`config.mk`:
```
export PLATFORM = sky130hd
export DESIGN_NAME = strop_engine
export DESIGN_NICKNAME = d
export VERILOG_FILES = /design/src/rtl/strop_pkg.sv /design/src/rtl/strop_seq.sv /design/src/rtl/strop_dp.sv /design/src/rtl/strop_engine.sv
export SDC_FILE = /design/constraint.sdc
export NUM_CORES = 1
export LEC_CHECK = 0
export BUFFER_PORTS_ARGS = -buffer_cell sky130_fd_sc_hd__buf_2
export CORE_UTILIZATION = 49
export DETAILED_ROUTE_END_ITERATION = 7
export PLACE_DENSITY_LB_ADDON = 0.3
export SYNTH_ARGS = -nofsm -noshare
export SYNTH_HDL_FRONTEND = slang
export SYNTH_SLANG_ARGS = --single-unit
```
`constraint.sdc`:
```
create_clock -name clk -period 3.3 [get_ports clk]
set_input_delay 0.495 -clock clk [delete_from_list [all_inputs] [get_ports clk]]
set_output_delay 0.495 -clock clk [all_outputs]
set_load 0.1 [all_outputs]
```
`src/rtl/strop_pkg.sv`:
```
package strop_pkg;
  localparam int unsigned OFF_W  = 16;
  localparam int unsigned SEG_W  = 16;
  localparam int unsigned SEG_SH = 4;
  localparam int unsigned ADDR_W = SEG_W + SEG_SH;
  localparam int unsigned DAT_W  = 16;
  localparam int unsigned BYTE_W = 8;

  typedef enum logic [2:0] {
    OP_MOVE = 3'd0, OP_CMP = 3'd1, OP_SCAN = 3'd2, OP_LOAD = 3'd3, OP_STORE = 3'd4
  } op_e;

  typedef enum logic [1:0] {
    RP_NONE = 2'd0, RP_EQ = 2'd1, RP_NE = 2'd2, RP_NONE_ALT = 2'd3
  } rep_e;

  typedef enum logic [2:0] {
    ST_IDLE, ST_RSRC, ST_RDST, ST_WDST, ST_STEP, ST_FIN
  } st_e;

  function automatic logic [OFF_W-1:0] step_delta(input logic word, input logic df);
    logic [OFF_W-1:0] mag;
    mag = word ? OFF_W'(2) : OFF_W'(1);
    return df ? (OFF_W'(0) - mag) : mag;
  endfunction

  function automatic logic [ADDR_W-1:0] seg_phys(input logic [SEG_W-1:0] seg,
                                                 input logic [OFF_W-1:0] off);
    return {seg, {SEG_SH{1'b0}}} + ADDR_W'(off);
  endfunction

  function automatic logic op_known(input logic [2:0] op);
    return op <= 3'd4;
  endfunction

  function automatic logic op_moves_src(input op_e op);
    return (op == OP_MOVE) || (op == OP_CMP) || (op == OP_LOAD);
  endfunction

  function automatic logic op_moves_dst(input op_e op);
    return (op != OP_LOAD);
  endfunction

  function automatic logic op_tests(input op_e op);
    return (op == OP_CMP) || (op == OP_SCAN);
  endfunction

  function automatic logic rep_active(input rep_e r);
    return (r == RP_EQ) || (r == RP_NE);
  endfunction

  function automatic logic elem_eq(input logic word, input logic [DAT_W-1:0] a,
                                   input logic [DAT_W-1:0] b);
    return word ? (a == b) : (a[BYTE_W-1:0] == b[BYTE_W-1:0]);
  endfunction

  function automatic logic [DAT_W-1:0] acc_merge(input logic word, input logic [DAT_W-1:0] old,
                                                 input logic [DAT_W-1:0] rd);
    return word ? rd : {old[DAT_W-1:BYTE_W], rd[BYTE_W-1:0]};
  endfunction

  function automatic st_e first_access(input op_e op);
    case (op)
      OP_SCAN:  return ST_RDST;
      OP_STORE: return ST_WDST;
      default:  return ST_RSRC;
    endcase
  endfunction
endpackage

```
`src/rtl/strop_seq.sv`:
```
module strop_seq
  import strop_pkg::*;
(
  input  logic             clk,
  input  logic             rst_n,
  input  logic             start,
  input  logic [2:0]       op_in,
  input  logic [1:0]       rep_in,
  input  logic [OFF_W-1:0] cx_in,
  input  op_e              op_q,
  input  logic             cont,
  input  logic             mem_ack,
  output st_e              state,
  output logic             accept,
  output logic             skip_run,
  output logic             step_fire,
  output logic             mem_req,
  output logic             mem_we,
  output logic             busy,
  output logic             done
);
  st_e nxt;

  assign accept    = start && (state == ST_IDLE);
  assign skip_run  = accept && (!op_known(op_in) ||
                     (rep_active(rep_e'(rep_in)) && (cx_in == '0)));
  assign step_fire = (state == ST_STEP);
  assign mem_req   = (state == ST_RSRC) || (state == ST_RDST) || (state == ST_WDST);
  assign mem_we    = (state == ST_WDST);
  assign busy      = (state != ST_IDLE);
  assign done      = (state == ST_FIN);

  always_comb begin
    nxt = state;
    case (state)
      ST_IDLE: if (accept) nxt = skip_run ? ST_FIN : first_access(op_e'(op_in));
      ST_RSRC: if (mem_ack) begin
        case (op_q)
          OP_MOVE: nxt = ST_WDST;
          OP_CMP:  nxt = ST_RDST;
          default: nxt = ST_STEP;
        endcase
      end
      ST_RDST: if (mem_ack) nxt = ST_STEP;
      ST_WDST: if (mem_ack) nxt = ST_STEP;
      ST_STEP: nxt = cont ? first_access(op_q) : ST_FIN;
      ST_FIN:  nxt = ST_IDLE;
      default: nxt = ST_IDLE;
    endcase
  end

  always_ff @(posedge clk or negedge rst_n) begin
    if (!rst_n) state <= ST_IDLE;
    else        state <= nxt;
  end

  assert_done_pulse_R13: assert property (@(posedge clk) disable iff (!rst_n)
    done |=> !done && !busy);
  assert_skip_quiet_R10: assert property (@(posedge clk) disable iff (!rst_n)
    skip_run |=> done && !mem_req);
  assert_busy_hold_R13: assert property (@(posedge clk) disable iff (!rst_n)
    (busy && !done) |=> busy);
endmodule

```
`src/rtl/strop_dp.sv`:
```
module strop_dp
  import strop_pkg::*;
(
  input  logic              clk,
  input  logic              rst_n,
  input  logic              accept,
  input  logic              step_fire,
  input  st_e               state,
  input  logic              mem_ack,
  input  logic [DAT_W-1:0]  mem_rdata,
  input  logic [2:0]        cmd_op,
  input  logic [1:0]        cmd_rep,
  input  logic              cmd_word,
  input  logic              cmd_df,
  input  logic [OFF_W-1:0]  cmd_si,
  input  logic [OFF_W-1:0]  cmd_di,
  input  logic [OFF_W-1:0]  cmd_cx,
  input  logic [DAT_W-1:0]  cmd_acc,
  input  logic              cmd_zf,
  input  logic [SEG_W-1:0]  cmd_ds,
  input  logic [SEG_W-1:0]  cmd_es,
  input  logic              cmd_ovr_en,
  input  logic [SEG_W-1:0]  cmd_ovr_seg,
  output op_e               op_q,
  output logic              cont,
  output logic [ADDR_W-1:0] mem_addr,
  output logic [DAT_W-1:0]  mem_wdata,
  output logic              mem_word,
  output logic [OFF_W-1:0]  si_q,
  output logic [OFF_W-1:0]  di_q,
  output logic [OFF_W-1:0]  cx_q,
  output logic [DAT_W-1:0]  acc_q,
  output logic              zf_q
);
  rep_e             rep_q;
  logic             word_q, df_q;
  logic [SEG_W-1:0] src_seg_q, es_q;
  logic [DAT_W-1:0] src_buf, dst_buf;

  logic [OFF_W-1:0] delta;
  logic             cmp_hit, zf_after, rep_on, stop_on_flag;
  logic [OFF_W-1:0] cx_after;
  logic [DAT_W-1:0] wr_raw;

  assign delta    = step_delta(word_q, df_q);
  assign rep_on   = rep_active(rep_q);
  assign cmp_hit  = (op_q == OP_SCAN) ? elem_eq(word_q, acc_q, dst_buf)
                                      : elem_eq(word_q, src_buf, dst_buf);
  assign zf_after = op_tests(op_q) ? cmp_hit : zf_q;
  assign cx_after = rep_on ? (cx_q - OFF_W'(1)) : cx_q;
  assign stop_on_flag = op_tests(op_q) &&
                        (((rep_q == RP_EQ) && !zf_after) || ((rep_q == RP_NE) && zf_after));
  assign cont     = rep_on && (cx_after != '0) && !stop_on_flag;

  assign mem_addr  = (state == ST_RSRC) ? seg_phys(src_seg_q, si_q) : seg_phys(es_q, di_q);
  assign wr_raw    = (op_q == OP_STORE) ? acc_q : src_buf;
  assign mem_wdata = word_q ? wr_raw : {{(DAT_W-BYTE_W){1'b0}}, wr_raw[BYTE_W-1:0]};
  assign mem_word  = word_q;

  always_ff @(posedge clk or negedge rst_n) begin
    if (!rst_n) begin
      op_q <= OP_MOVE;   rep_q <= RP_NONE; word_q <= 1'b0; df_q <= 1'b0;
      src_seg_q <= '0;   es_q <= '0;
      si_q <= '0; di_q <= '0; cx_q <= '0; acc_q <= '0; zf_q <= 1'b0;
      src_buf <= '0;     dst_buf <= '0;
    end else if (accept) begin
      op_q      <= op_e'(cmd_op);
      rep_q     <= rep_e'(cmd_rep);
      word_q    <= cmd_word;
      df_q      <= cmd_df;
      src_seg_q <= cmd_ovr_en ? cmd_ovr_seg : cmd_ds;
      es_q      <= cmd_es;
      si_q      <= cmd_si;
      di_q      <= cmd_di;
      cx_q      <= cmd_cx;
      acc_q     <= cmd_acc;
      zf_q      <= cmd_zf;
    end else begin
      if (mem_ack && (state == ST_RSRC)) src_buf <= mem_rdata;
      if (mem_ack && (state == ST_RDST)) dst_buf <= mem_rdata;
      if (step_fire) begin
        if (op_moves_src(op_q)) si_q <= si_q + delta;
        if (op_moves_dst(op_q)) di_q <= di_q + delta;
        if (op_q == OP_LOAD)    acc_q <= acc_merge(word_q, acc_q, src_buf);
        cx_q <= cx_after;
        zf_q <= zf_after;
      end
    end
  end

  assert_cx_count_R7: assert property (@(posedge clk) disable iff (!rst_n)
    (step_fire && rep_on) |=> cx_q == $past(cx_q) - OFF_W'(1));
  assert_cx_hold_R11: assert property (@(posedge clk) disable iff (!rst_n)
    (step_fire && !rep_on) |=> cx_q == $past(cx_q));
  assert_si_fixed_R4: assert property (@(posedge clk) disable iff (!rst_n)
    (step_fire && (op_q == OP_SCAN || op_q == OP_STORE)) |=> si_q == $past(si_q));
  assert_di_fixed_R4: assert property (@(posedge clk) disable iff (!rst_n)
    (step_fire && op_q == OP_LOAD) |=> di_q == $past(di_q));
  assert_step_size_R3: assert property (@(posedge clk) disable iff (!rst_n)
    (step_fire && op_q != OP_LOAD) |=>
      (($past(df_q) ? ($past(di_q) - di_q) : (di_q - $past(di_q))) ==
       ($past(word_q) ? OFF_W'(2) : OFF_W'(1))));
endmodule

```
`src/rtl/strop_engine.sv`:
```
module strop_engine
  import strop_pkg::*;
(
  input  logic        clk,
  input  logic        rst_n,
  input  logic        start,
  input  logic [2:0]  op_sel,
  input  logic [1:0]  rep_sel,
  input  logic        word_sz,
  input  logic        dir_flag,
  input  logic [15:0] si_in,
  input  logic [15:0] di_in,
  input  logic [15:0] cx_in,
  input  logic [15:0] acc_in,
  input  logic        zf_in,
  input  logic [15:0] ds_seg,
  input  logic [15:0] es_seg,
  input  logic        ovr_en,
  input  logic [15:0] ovr_seg,
  output logic        busy,
  output logic        done,
  output logic [15:0] si_out,
  output logic [15:0] di_out,
  output logic [15:0] cx_out,
  output logic [15:0] acc_out,
  output logic        zf_out,
  output logic        mem_req,
  output logic        mem_we,
  output logic        mem_word,
  output logic [19:0] mem_addr,
  output logic [15:0] mem_wdata,
  input  logic        mem_ack,
  input  logic [15:0] mem_rdata
);
  st_e  state;
  op_e  op_q;
  logic accept, skip_run, step_fire, cont;

  strop_seq u_seq (
    .clk(clk), .rst_n(rst_n), .start(start), .op_in(op_sel), .rep_in(rep_sel),
    .cx_in(cx_in), .op_q(op_q), .cont(cont), .mem_ack(mem_ack), .state(state),
    .accept(accept), .skip_run(skip_run), .step_fire(step_fire),
    .mem_req(mem_req), .mem_we(mem_we), .busy(busy), .done(done)
  );

  strop_dp u_dp (
    .clk(clk), .rst_n(rst_n), .accept(accept), .step_fire(step_fire), .state(state),
    .mem_ack(mem_ack), .mem_rdata(mem_rdata),
    .cmd_op(op_sel), .cmd_rep(rep_sel), .cmd_word(word_sz), .cmd_df(dir_flag),
    .cmd_si(si_in), .cmd_di(di_in), .cmd_cx(cx_in), .cmd_acc(acc_in), .cmd_zf(zf_in),
    .cmd_ds(ds_seg), .cmd_es(es_seg), .cmd_ovr_en(ovr_en), .cmd_ovr_seg(ovr_seg),
    .op_q(op_q), .cont(cont), .mem_addr(mem_addr), .mem_wdata(mem_wdata),
    .mem_word(mem_word), .si_q(si_out), .di_q(di_out), .cx_q(cx_out),
    .acc_q(acc_out), .zf_q(zf_out)
  );

  assert_req_hold_R12: assert property (@(posedge clk) disable iff (!rst_n)
    (mem_req && !mem_ack) |=> mem_req && $stable(mem_addr) && $stable(mem_we)
                              && $stable(mem_wdata) && $stable(mem_word));
  assert_regs_frozen_R13: assert property (@(posedge clk) disable iff (!rst_n)
    (busy && start && !step_fire) |=> $stable(si_out) && $stable(di_out) && $stable(cx_out));
endmodule

```
Word-level counts from Yosys, hierarchy flattened
Index checks and enable logic that the tools add are counted.
Widths: inputs -> output; s select.
{"block": "totals", "out_inout_bits": 106, "register_bits": 139, "elab_cells": 120}
{"block": "op_classes", "n_mux": 34, "n_reduce_logical": 40, "add_sub_neg": 6, "order_cmp": 1, "eq_ne": 23, "bitwise_logic": 1}
{"operator": "$mux 16", "count": 17}
{"operator": "$add 20x16->20", "count": 2}
{"operator": "$add 16x16->16", "count": 2}
{"operator": "$eq 16x16->1", "count": 2}
{"operator": "$mux 20", "count": 1}
{"operator": "$eq 8x8->1", "count": 2}
{"operator": "$logic_not 16->1", "count": 1}
{"operator": "$reduce_bool 16->1", "count": 1}
{"operator": "$sub 1x16->16 const A", "count": 1}
{"operator": "$sub 16x1->16 const B", "count": 1}
{"operator": "$eq 3x2->1 const B", "count": 5}
{"operator": "$mux 3", "count": 5}
{"operator": "$eq 3x3->1 const B", "count": 4}
{"operator": "$pmux 3 s4", "count": 1}
{"operator": "$logic_and 1x1->1", "count": 10}
{"operator": "$reduce_and 2->1", "count": 5}
{"operator": "$reduce_bool 2->1", "count": 5}
{"operator": "$logic_or 1x1->1", "count": 9}
{"operator": "$pmux 2 s2", "count": 2}
{"operator": "$eq 3x1->1 const B", "count": 2}
{"operator": "$logic_not 3->1", "count": 2}
{"operator": "$mux 1", "count": 6}
{"operator": "$pmux 3 s2", "count": 1}
{"operator": "$reduce_and 3->1", "count": 2}
{"operator": "11 further kinds", "count": 16}

Depth between registers and ports, before layout
{"block": "logic_depth", "depth_word": 12, "mapped_depth": 12, "mapped_depth_nobuf": 12}

Cells and area by module
A second synthesis with hierarchy kept.
{"block": "unflattened", "hier_cells": 1095, "area_unflattened_um2": 9773.1}
{"mod": "strop_dp", "area_per_inst_um2": 9379.0, "cells_each": 1048, "seq_area_each_um2": 3403.3, "n_inst": 1}
{"mod": "strop_seq", "area_per_inst_um2": 394.1, "cells_each": 47, "seq_area_each_um2": 75.1, "n_inst": 1}

Worst setup path after synthesis
Ideal clock, no wire load.
{"block": "synth_timing", "kind": "reg-to-output", "startpoint": "register u_dp.di_q[5]", "endpoint": "output port mem_addr[19]", "path_stages_with_launch": 11, "setup_slack_ns": -2.031, "required_time_ns": 2.805, "path_buffers": 0, "arrival_time_ns": 4.836, "cell_sequence": "dfrtp_1 ha_1 a21o_1 a21oi_1 o21ai_0 a21o_1 a21oi_1 o21ai_0 a41o_1 xnor2_1 o21ai_0"}
{"block": "synth_via", "elab_chain_cells": 2}
{"item": "start: declaration", "line_no": "strop_dp.sv:30", "source": "output logic [OFF_W-1:0] di_q,"}
{"item": "start signal: assignment", "line_no": "strop_dp.sv:74", "source": "di_q <= cmd_di;"}
{"item": "start signal: assignment", "line_no": "strop_dp.sv:83", "source": "if (op_moves_dst(op_q)) di_q <= di_q + delta;"}
{"item": "$add 20x16->20", "line_no": "strop_pkg.sv:29", "source": "return {seg, {SEG_SH{1'b0}}} + ADDR_W'(off);"}
{"item": "$mux 20", "line_no": "strop_dp.sv:55", "source": "assign mem_addr = (state == ST_RSRC) ? seg_phys(src_seg_q, si_q) : seg_phys(es_q, di_q);"}
{"item": "end: declaration", "line_no": "strop_engine.sv:30", "source": "output logic [19:0] mem_addr,"}
Every way passes these cells.

Worst setup path after layout
{"block": "layout_timing", "startpoint": "register u_dp.di_q[12]", "endpoint": "output port mem_addr[18]"}
The elaborated chain is that of the path after synthesis.

==> results list <==
* Run status: complete, but fails checks
- Violations in the final reports: negative setup slack
- Initial antenna violation count: 0
- STA puts the critical path data arrival time at 3.00 ns.
- Detailed placement finished with a half-perimeter wire length of 20.5 mm.
- Startpoint Class: register
- Buffer type at the clock tree root: clkbuf_16
- Vias in the first global route: 8589
- Basic-gate share of the synthesized area counting and, or, nand and nor cells: 0.193
* Share of synthesized registers carrying an async set or reset: 1.00
- Critical Path RT: 2.80 ns
* Number of buffer and inverter stages on the critical path: 2
- After synthesis the netlist holds a flip-flop and latch count of 139.
- Buffers inserted during clock tree synthesis total 17.
* Number of design-rule violations left by the first detailed-router iteration: 562
- Yosys mapped a number of flops with a built-in enable equal to 0.
- Area of the core: 19400 µm²
- In this run the number of H-tree levels came out at 4.
- DR pass1 iterations: 6
- Largest family of logic cells by synthesized area: simple AND/OR/NAND/NOR gates
- Dividing the detail-routed via count by the number of cells gives 5.51.
- The portion of synthesized area spent on multiplexers is 0.0763.
- Multi-input gate area: 6310 µm²
* Fraction of the mapped netlist area in compound gates: 0.177
- In the final routed layout, each cell accounts on average for 17.0 µm.
* GPL Wtd Cong: 0.902
- The slowest stage of the critical path is the dfrtp_2 cell.
- Largest buffer count on any clock path: 2
- Clock skew on the completed layout was measured at 0.0119 ns.
- The sequential cells in the finished layout cover a total of 3510 µm².
- For this block, the via count after detailed routing is 9137.
- For this run, the register share of the synthesized area comes to 0.360.
- Final wirelength: 28.2 mm
* Number of gates on the worst path with buffers counted: 11
- Critical path peak fanout: 4
- At the later pin of the worst-skew pair, clock insertion delay measures 0.43 ns.
- Entering global routing, the biggest net connects 89 pins.
* Die Wd: 142 µm
* Number of failing setup endpoints in the final timing report: 4
* Most common cell after layout, fill and taps aside: buf_2
- Of the cells placed in the final design, the portion with a size suffix greater than 1 is 0.324.
* Worst slack, placed: 0.0757 ns
- Most used DFF post-synth: dfrtp_1
* Final antenna-violating net count: 0
- Minimum clock period: 3.49 ns
- Of the available clock period, the critical path in the final layout requires 1.06.
* Setup repair after global routing missed its margin: true
- Final Hold Violating Endpoints: 0
- The first global-routing pass estimated 44.2 mm of wire.
- The count of pins over their slew limit is 0.
* Die outline area: 20300 µm²
* Die extent in y: 142 µm
- Count of fill cells added during filler insertion: 1618
- Synthesized net count: 1331
- Across all setup checks in the final design, the least slack found is -0.191 ns.
- Critical path class: reg2out
- Pin placement for this block handled 247 I/O pins.
* Slew HR: 0.307
* Number of instances in the synthesized netlist: 1129
* Max Clock Freq: 286 MHz
- Clock-pin slew was measured on the worst setup and hold paths at 0.07 ns.
* Longest individual stage delay on the worst path: 0.44 ns
* Clock sinks: 139
- Synth warnings: 0
* TritonCTS clock tree: done
- FF-to-FF path depth: 11
- Across the run, the number of max-cap violations was 0.
- Compared with the post-synthesis result, the final layout area differs by 30.1%.
* Adder-cell share of the synthesized area: 0.0820
- The count of buffers added on input and output ports is 246.
- For this run, design rule violations remaining after detail routing come to 0.
- Of the total synthesized cell area, the portion taken by XOR and XNOR cells is 0.0797.
- The library cells used most frequently in the layout, excluding fill and tap cells, are buf_2 (235), nand2_1 (211), dfrtp_1 (123).
* Core Rows: 51
- At the end of the flow, the number of nets in the layout was 1580.
* Netlist area before placement: 9670 µm²
- At the pin with the least slew margin, the transition time is 1.03 ns.
- The worst setup path is captured at a primary output.
- The initial utilization of the core area, before any placement, comes to 0.498.
- After global routing the overflow that remains totals 0.
- Post-Synthesis Mean Instance Area: 8.56 µm²
- The signal on the critical path passes through ha_1, a21o_1, a21oi_4, o21a_1, a31oi_2, a311oi_2, buf_4, o21a_1, nor3_4, a21oi_4, buf_12.
- In the global route stage, overall resource usage came out at 0.281.
* Family with the most delay on the worst path: compound AO/OA/AOI/OAI gates
- The path class of the tightest hold or removal check is in2async.
* Synth unique cells: 59
## synthesized netlist by cell type, types with 10 or more instances
master    count  area [µm²]
a31oi_1      15        93.8
dfrtp_1     139        3480
mux2_2       38         428
inv_1        27         101
nand4_1      10        62.6
o21a_1       12        90.1
nor4_1       10        62.6
a21oi_1      96         480
nor2_1       79         297
o21ai_0      84         420
and3_1       10        62.6
a21o_1       20         150
mux2i_1      31         310
nor3_1       22         110
clkbuf_1     42         158
ha_1         57         713
nand3_1      14        70.1
xnor2_1      59         517
o22ai_1      15        93.8
xor2_1       29         254
nand2_1     212         796
## path summary, 6_finish.rpt
path                                   start  slack [ns]                 to
max reg2reg                    u_dp.mem_word        0.25      u_dp.di_q[12]
max                            u_dp.di_q[12]       -0.19       mem_addr[18]
max in group asynchronous              rst_n        2.41    u_dp.dst_buf[1]
min reg2reg                u_dp.src_seg_q[4]        0.49  u_dp.src_seg_q[4]
min                                    rst_n        0.14       u_dp.cx_q[6]
min in group clk                  es_seg[11]        0.26      u_dp.es_q[11]
## metrics by stage
step	instance area, µm²	instances	hold WS (ns)	utilization	setup TNS, ns
3_5_place_dp	11600	1607	0.473	0.596	0
5_1_grt	12600	1656	0.205	0.648	-1.46
2_1_floorplan	9860	1129	0.199	-	-0.142
6_report	12600	1657	0.141	0.648	-0.531
4_1_cts	12400	1650	0.172	0.637	-0.214
3_3_place_gp	11600	1607	0.467	0.596	0
## sequential cells by signal, indices dropped and copies added, names as in the netlist, 2 cells and up
| signal | flops |
|---|---|
| u_dp.cx_q | 16 |
| u_dp.dst_buf | 16 |
| u_dp.acc_q | 16 |
| u_dp.es_q | 16 |
| u_dp.op_q | 3 |
| u_seq.state | 3 |
| u_dp.src_seg_q | 16 |
| u_dp.si_q | 16 |
| u_dp.src_buf | 16 |
| u_dp.di_q | 16 |
| u_dp.rep_q | 2 |
## logic make-up (layout without fill, tap and decap cells)
| group | after synthesis | after routing |
|---|---|---|
| and+or+nand+nor | 405 | 405 |
| AOI/OAI and AO/OA | 288 | 288 |
| DFF | 139 | 139 |
| xor gates and xnor gates | 88 | 88 |
| buffers and inverters | 79 | 341 |
| muxes | 69 | 69 |
| adders and majority gates | 61 | 61 |
| other | 0 | 1 |
## layout make-up
type	count	area share
Clock buffer	17	0.0338
Inverter	28	0.00836
Multi-Input combinational cell	911	0.502
Timing Repair Buffer	281	0.135
Antenna cell	1	0.000199
Clock inverter	15	0.0152
Sequential cell	139	0.279
Tap cell	265	0.0264
## what timing repair did
| item | 4_1_cts | 5_1_grt |
|---|---|---|
| setup endpoints to repair | 10 | 11 |
| hold buffers | 0 | 0 |
| hold endpoints to repair | 0 | 0 |
| resized for setup | 21 | 36 |
| pin swaps | 19 | 26 |
| buffers inserted | 11 | 6 |
## metal layers
metal  track usage  share of wire  vias to the layer above
met5             0              0                        -
met4         0.122          0.027                        0
met3        0.0508          0.055                       51
met2         0.448           0.47                      294
met1         0.375           0.45                     4314
li1              -              -                     4478
## worst register-to-register path, delay by kind of cell, from the launching register on
kind	cells	cell delay, ns
AO/OA/AOI/OAI	6	1.15
XOR/XNOR	1	0.14
adder cells (fa/ha/maj)	1	0.46
flip-flops	1	0.50
AND/OR/NAND/NOR	3	0.66
Power is not shown: default switching activity piles up to over one toggle a cycle in this logic, so the estimate is an artifact.
